`config.mk`:
```
export PLATFORM = sky130hd
export DESIGN_NAME = spi_tgt_core
export DESIGN_NICKNAME = d
export VERILOG_FILES = /design/src/rtl/spi_tgt_pkg.sv /design/src/rtl/spi_tgt_sync.sv /design/src/rtl/spi_tgt_edge.sv /design/src/rtl/spi_tgt_cfg.sv /design/src/rtl/spi_tgt_core.sv
export SDC_FILE = /design/constraint.sdc
export NUM_CORES = 1
export LEC_CHECK = 0
export BUFFER_PORTS_ARGS = -buffer_cell sky130_fd_sc_hd__clkbuf_2
export CAP_MARGIN = 20
export CORE_MARGIN = 4
export CORE_UTILIZATION = 57
export DETAILED_ROUTE_END_ITERATION = 12
export GPL_TIMING_DRIVEN = 0
export PLACE_DENSITY = 0.79
export SLEW_MARGIN = 20
export SYNTH_ARGS = -nofsm -noshare
export SYNTH_HDL_FRONTEND = slang
export SYNTH_SLANG_ARGS = --single-unit
```
`constraint.sdc`:
```
create_clock -name clk -period 2.6 [get_ports clk]
set_clock_uncertainty 0.2 [all_clocks]
set_input_delay 0.52 -clock clk [delete_from_list [all_inputs] [get_ports clk]]
set_output_delay 0.52 -clock clk [all_outputs]
set_load 0.05 [all_outputs]
```
`src/rtl/spi_tgt_pkg.sv`:
```
package spi_tgt_pkg;

    typedef enum logic [2:0] {
        ST_IDLE,
        ST_FETCH,
        ST_SHIFT,
        ST_FULL,
        ST_ABORT
    } tgt_state_e;

    typedef struct packed {
        logic cpol;
        logic cpha;
    } spi_mode_t;

endpackage

```
`src/rtl/spi_tgt_sync.sv`:
```
module spi_tgt_sync #(
    parameter int STAGES  = 2,
    parameter bit RST_VAL = 1'b0
) (
    input  logic clk,
    input  logic rst_n,
    input  logic d_i,
    output logic q_o
);
    logic [STAGES-1:0] chain;

    generate
        for (genvar g = 0; g < STAGES; g++) begin : g_stage
            if (g == 0) begin : g_first
                always_ff @(posedge clk or negedge rst_n) begin
                    if (!rst_n) chain[0] <= RST_VAL;
                    else        chain[0] <= d_i;
                end
            end else begin : g_next
                always_ff @(posedge clk or negedge rst_n) begin
                    if (!rst_n) chain[g] <= RST_VAL;
                    else        chain[g] <= chain[g-1];
                end
            end
        end
    endgenerate

    assign q_o = chain[STAGES-1];
endmodule

```
`src/rtl/spi_tgt_edge.sv`:
```
module spi_tgt_edge
    import spi_tgt_pkg::*;
(
    input  logic      clk,
    input  logic      rst_n,
    input  logic      sclk_s,
    input  spi_mode_t mode_i,
    output logic      samp_o,
    output logic      any_o
);
    logic sclk_d;
    logic rise, fall, lead, trail;

    always_ff @(posedge clk or negedge rst_n) begin
        if (!rst_n) sclk_d <= 1'b0;
        else        sclk_d <= sclk_s;
    end

    always_comb begin
        rise   = sclk_s & ~sclk_d;
        fall   = ~sclk_s & sclk_d;
        lead   = mode_i.cpol ? fall : rise;
        trail  = mode_i.cpol ? rise : fall;
        samp_o = mode_i.cpha ? trail : lead;
        any_o  = rise | fall;
    end
endmodule

```
`src/rtl/spi_tgt_cfg.sv`:
```
module spi_tgt_cfg
    import spi_tgt_pkg::*;
(
    input  logic      clk,
    input  logic      rst_n,
    input  logic      wr_i,
    input  spi_mode_t wr_mode_i,
    input  logic      busy_i,
    output spi_mode_t mode_o
);
    spi_mode_t mode_q, pend_q;
    logic      pend_vld;

    always_ff @(posedge clk or negedge rst_n) begin
        if (!rst_n) begin
            mode_q   <= '0;
            pend_q   <= '0;
            pend_vld <= 1'b0;
        end else if (wr_i && !busy_i) begin
            mode_q   <= wr_mode_i;
            pend_vld <= 1'b0;
        end else if (wr_i) begin
            pend_q   <= wr_mode_i;
            pend_vld <= 1'b1;
        end else if (!busy_i && pend_vld) begin
            mode_q   <= pend_q;
            pend_vld <= 1'b0;
        end
    end

    assign mode_o = mode_q;

    // the working mode never moves while a frame was in progress
    a_r9_cfg_frozen: assert property (@(posedge clk) disable iff (!rst_n)
        $past(busy_i) |-> $stable(mode_q));
endmodule

```
`src/rtl/spi_tgt_core.sv`:
```
module spi_tgt_core
    import spi_tgt_pkg::*;
#(
    parameter int WORD_W      = 8,
    parameter int TIMEOUT_CYC = 64,
    parameter int SYNC_STAGES = 2
) (
    input  logic              clk,
    input  logic              rst_n,
    input  logic              sclk_i,
    input  logic              ss_n_i,
    input  logic              mosi_i,
    output logic              miso_o,
    input  logic              cfg_wr_i,
    input  logic              cfg_cpol_i,
    input  logic              cfg_cpha_i,
    output logic              tx_req_o,
    input  logic              tx_valid_i,
    input  logic [WORD_W-1:0] tx_data_i,
    output logic [WORD_W-1:0] rx_data_o,
    output logic              rx_valid_o,
    output logic              irq_timeout_o
);
    localparam int CNT_W = $clog2(WORD_W + 1);
    localparam int TO_W  = $clog2(TIMEOUT_CYC + 1);
    localparam logic [CNT_W-1:0] LAST_BIT = CNT_W'(WORD_W - 1);
    localparam logic [TO_W-1:0]  TO_LAST  = TO_W'(TIMEOUT_CYC - 1);

    logic        sclk_s, ss_n_s, mosi_s;
    logic        samp_edge, any_edge;
    spi_mode_t   mode, wr_mode;
    tgt_state_e  state, state_nx;

    logic [CNT_W-1:0]  bit_cnt;
    logic [WORD_W-1:0] rx_sh, tx_sh;
    logic [TO_W-1:0]   to_cnt;
    logic              frame_run, timeout;
    logic              rx_valid_q, irq_q;
    logic [WORD_W-1:0] rx_data_q;

    spi_tgt_sync #(.STAGES(SYNC_STAGES), .RST_VAL(1'b0)) u_sync_sclk (
        .clk(clk), .rst_n(rst_n), .d_i(sclk_i), .q_o(sclk_s));
    spi_tgt_sync #(.STAGES(SYNC_STAGES), .RST_VAL(1'b1)) u_sync_ss (
        .clk(clk), .rst_n(rst_n), .d_i(ss_n_i), .q_o(ss_n_s));
    spi_tgt_sync #(.STAGES(SYNC_STAGES), .RST_VAL(1'b0)) u_sync_mosi (
        .clk(clk), .rst_n(rst_n), .d_i(mosi_i), .q_o(mosi_s));

    spi_tgt_edge u_edge (
        .clk(clk), .rst_n(rst_n), .sclk_s(sclk_s), .mode_i(mode),
        .samp_o(samp_edge), .any_o(any_edge));

    assign wr_mode = '{cpol: cfg_cpol_i, cpha: cfg_cpha_i};

    spi_tgt_cfg u_cfg (
        .clk(clk), .rst_n(rst_n), .wr_i(cfg_wr_i), .wr_mode_i(wr_mode),
        .busy_i(state != ST_IDLE), .mode_o(mode));

    // stall detection: frame open and word incomplete
    assign frame_run = (state == ST_FETCH) || (state == ST_SHIFT);
    assign timeout   = frame_run && !any_edge && (to_cnt == TO_LAST);

    always_comb begin
        state_nx = state;
        unique case (state)
            ST_IDLE:  if (!ss_n_s) state_nx = ST_FETCH;
            ST_FETCH: begin
                if (ss_n_s)          state_nx = ST_IDLE;
                else if (timeout)    state_nx = ST_ABORT;
                else if (tx_valid_i) state_nx = ST_SHIFT;
            end
            ST_SHIFT: begin
                if (ss_n_s)       state_nx = ST_IDLE;
                else if (timeout) state_nx = ST_ABORT;
                else if (samp_edge && bit_cnt == LAST_BIT) state_nx = ST_FULL;
            end
            ST_FULL:  if (ss_n_s) state_nx = ST_IDLE;
            ST_ABORT: if (ss_n_s) state_nx = ST_IDLE;
            default:  state_nx = ST_IDLE;
        endcase
    end

    always_ff @(posedge clk or negedge rst_n) begin
        if (!rst_n) state <= ST_IDLE;
        else        state <= state_nx;
    end

    always_ff @(posedge clk or negedge rst_n) begin
        if (!rst_n) begin
            to_cnt  <= '0;
            bit_cnt <= '0;
            rx_sh   <= '0;
            tx_sh   <= '0;
        end else begin
            if (frame_run && !any_edge) to_cnt <= to_cnt + 1'b1;
            else                        to_cnt <= '0;

            if (state == ST_FETCH && state_nx == ST_SHIFT) begin
                tx_sh   <= tx_data_i;
                rx_sh   <= '0;
                bit_cnt <= '0;
            end else if (state == ST_SHIFT && samp_edge && !ss_n_s) begin
                rx_sh   <= {rx_sh[WORD_W-2:0], mosi_s};
                tx_sh   <= {tx_sh[WORD_W-2:0], 1'b0};
                bit_cnt <= bit_cnt + 1'b1;
            end
        end
    end

    always_ff @(posedge clk or negedge rst_n) begin
        if (!rst_n) begin
            rx_valid_q <= 1'b0;
            rx_data_q  <= '0;
            irq_q      <= 1'b0;
        end else begin
            rx_valid_q <= (state == ST_FULL) && (state_nx == ST_IDLE);
            if ((state == ST_FULL) && (state_nx == ST_IDLE)) rx_data_q <= rx_sh;
            irq_q      <= (state != ST_ABORT) && (state_nx == ST_ABORT);
        end
    end

    assign tx_req_o      = (state == ST_FETCH);
    assign miso_o        = ((state == ST_SHIFT) || (state == ST_FULL)) & tx_sh[WORD_W-1];
    assign rx_valid_o    = rx_valid_q;
    assign rx_data_o     = rx_data_q;
    assign irq_timeout_o = irq_q;

    // a received-word strobe only follows a completed word
    a_r5_valid_after_full: assert property (@(posedge clk) disable iff (!rst_n)
        rx_valid_o |-> $past(state) == ST_FULL);

    // the timeout interrupt lasts a single cycle
    a_r7_irq_single: assert property (@(posedge clk) disable iff (!rst_n)
        irq_timeout_o |=> !irq_timeout_o);

    // the interrupt coincides with the aborted state
    a_r7_irq_in_abort: assert property (@(posedge clk) disable iff (!rst_n)
        irq_timeout_o |-> state == ST_ABORT);

    // the bit counter never passes the word length
    a_r2_bitcnt_range: assert property (@(posedge clk) disable iff (!rst_n)
        bit_cnt <= CNT_W'(WORD_W));

    // a discarded or aborted frame never yields a strobe on leaving
    a_r6_no_strobe_drop: assert property (@(posedge clk) disable iff (!rst_n)
        (state == ST_SHIFT || state == ST_ABORT) && ss_n_s |=> !rx_valid_o);
endmodule

```
==> impl_metrics.ini <==
[drt]
viasPerCell = 5.67
routed_wirelength_microns = 4490
vias = 1762
dr.pass1.iters = 4
wl_per_cell_microns = 14.4
first_iter_violations = 128
postRouteAntennaNets = 0
drc = 0

[timing]
finalMaxSlewViolations = 0
min_period_over_period_pct = 83.5
rsz0062_at_grt = false
tns_ns = 0
fmax_mhz = 460
setup_viol = 0
period_minus_slack_ns = 2.17
slew_headroom_pct = 53.7
worst_pin_slew_ns = 0.695
hold_viol_final = 0

[cells_and_area]
final_cell_mix = dfrtp_1 (50), nand2_1 (33), clkbuf_2 (28)
layout-drive-gt1-share_pct = 20.5
post-route-util_pct = 68.6
n_antenna_cell = 0
layout_commonest_cell = dfrtp_1
nFillCells = 304
area_delta_synth_final_pct = 12.8
stdcell_count = 311
nets = 283

[floorplan]
die-area_sq_um = 5110
core_area_sq_um = 3770
rows = 22
pin_count = 29
start_util_pct = 60.9
chipHeight_microns = 71.5
die_width_microns = 71.5

[clock_network]
post_cts_buffers = 0
cts.htree.levels = 2
cts-resized-gates = 0
cts_max_path_buffers = 2
cts_tree = done
cts_made_buffers = 5
root_buffer = clkbuf_8
ctsHoldBuffers = 0
clock_sinks = 52
clk_transition_reported_paths_ns = 0.08
clock_latency_ns = 0.30

[synth]
synth-edff-count = 0
syn_area_per_cell_sq_um = 10.1
synth-seq-area-share_pct = 56.8
synth_nets = 248
yosys.cell_types.count = 39
syn_area_sq_um = 2300
yosys_most_used_dff = dfrtp_1
async_reset_ff_share_pct = 100
syn_inst = 227
ys_seq_elements = 52
ys_warn_count = 0

[grt]
grt_overflow = 0
track_usage_pct = 18.5
antenna_found_initial = 0
grt_max_degree = 53
grt_pass1_vias = 1704
grt_pass1_wl_microns = 7560

[flow_run]
maxCapViolations = 0

[power_and_ir_drop]
cellLeakagePower_nw = 1.22
internal_power_w = 0.00126
p_sw_w = 0.000582
powerDensity_nw_per_um2 = 712
power_w = 0.00184
seqPwrFrac_pct = 53.2
clockPowerShare_pct = 24.9
switching_share_pct = 31.6
comb_power_share_pct = 21.9
vdd_drop_max_v = 0.000389

[worst_setup_path]
cp_cell_sequence = buf_2 > nor3_1 > clkbuf_2
path_buf_inv = 2
crit_fanout = 10
path_delay_family = buffers and inverters
max_stage_delay_ns = 0.44
end_kind = primary output
crit_type = flip-flop to primary output
worstPathRequired_ns = 1.88
cp_data_arrival_time_ns = 1.45
crit_slowest_cell = dfrtp_1
rrSetupSlack_ns = 0.47
worst_setup_path_start_kind = flip-flop

[place]
routabilityCongestion = 0.854
dp_hpwl_microns = 3040
portBuffers = 28
dp_cells = 303

[hold_path]
min_path_type = input port to asynchronous set/reset pin

[outcome]
status = finished, final reports clean
## power groups by stage
stage          clock, W  combinational, W  sequential [W]
3_5_place_dp          0          0.000404        0.000994
5_1_grt        0.000506          0.000443        0.000994
4_1_cts        0.000469          0.000407        0.000979
6_report       0.000459          0.000405        0.000980
3_3_place_gp          0          0.000394        0.000989
2_1_floorplan         0          0.000207         0.00107
## layout make-up
cell class                      instances  area, sq um  share of cell area, %
Buffer                                 12         61.3                   2.37
Sequential cell                        52         1300                   50.4
Tap cell                               48         60.1                   2.32
Inverter                                5         18.8                  0.725
Multi-Input combinational cell        158          912                   35.2
Timing Repair Buffer                   28          143                   5.51
Clock buffer                            8         90.1                   3.48
## synth_stat cells (3+ instances only)
library cell / instances / area, sq um
inv_1: 4 / 15.0
dfrtp_1: 50 / 1250
a31oi_1: 7 / 43.8
a21oi_1: 14 / 70.1
ha_1: 4 / 50.1
o21ai_0: 24 / 120
nor2_1: 11 / 41.3
mux2_2: 3 / 33.8
nand2_1: 33 / 124
buf_2: 6 / 30.0
clkbuf_1: 3 / 11.3
nand3_1: 22 / 110
xor2_1: 3 / 26.3
nor3_1: 9 / 45.0
## sequential cells by signal, summed over array words and instances (netlist names), 2 cells and up
name          flops
bit_cnt           4
rx_data_o         8
rx_sh             8
state             3
to_cnt            7
tx_sh             8
u_cfg.mode_o      2
u_cfg.pend_q      2
## metrics by stage
| stage | hold slack, ns | cell area, sq um | setup slack, ns |
|---|---|---|---|
| floorplan | 0.0244 | 2300 | 0.253 |
| global placement | 0.131 | 2500 | 0.528 |
| detailed placement | 0.137 | 2500 | 0.467 |
| CTS | 0.0941 | 2590 | 0.416 |
| global route | 0.0960 | 2590 | 0.303 |
| finish | 0.0835 | 2590 | 0.428 |
## routing by layer
| metal | vias to the layer above | routed length, microns | global-route usage [%] | part of all wire, % |
|---|---|---|---|---|
| met3 | 6 | 213 | 3.79 | 4.7 |
| met4 | 0 | 61 | 4.38 | 1.4 |
| met2 | 49 | 2130 | 29.8 | 47 |
| met1 | 843 | 2090 | 25.8 | 46 |
| met5 | - | 0 | 0 | 0 |
| li1 | 864 | - | - | - |
## worst paths after layout
path / to / cells after the start / start
max: tx_req_o / 3 / state[1]
min reg2reg: u_sync_sclk.q_o / 0 / u_sync_sclk.chain[0]
max reg2reg: rx_sh[4] / 7 / u_sync_sclk.q_o
min: irq_timeout_o / 1 / rst_n
max in group asynchronous: u_sync_sclk.chain[0] / 1 / rst_n
min in group clk: u_sync_ss.chain[0] / 1 / ss_n_i
## kinds of logic after synthesis
logic type,synth area share [%]
adder cells (fa/ha/maj),2.18
multiplexers,2.34
AO/OA/AOI/OAI,12.2
buffers and inverters,3.49
flip-flops,56.8
AND/OR/NAND/NOR,20.4
XOR/XNOR,2.62
(Power assumes the default switching activity.)
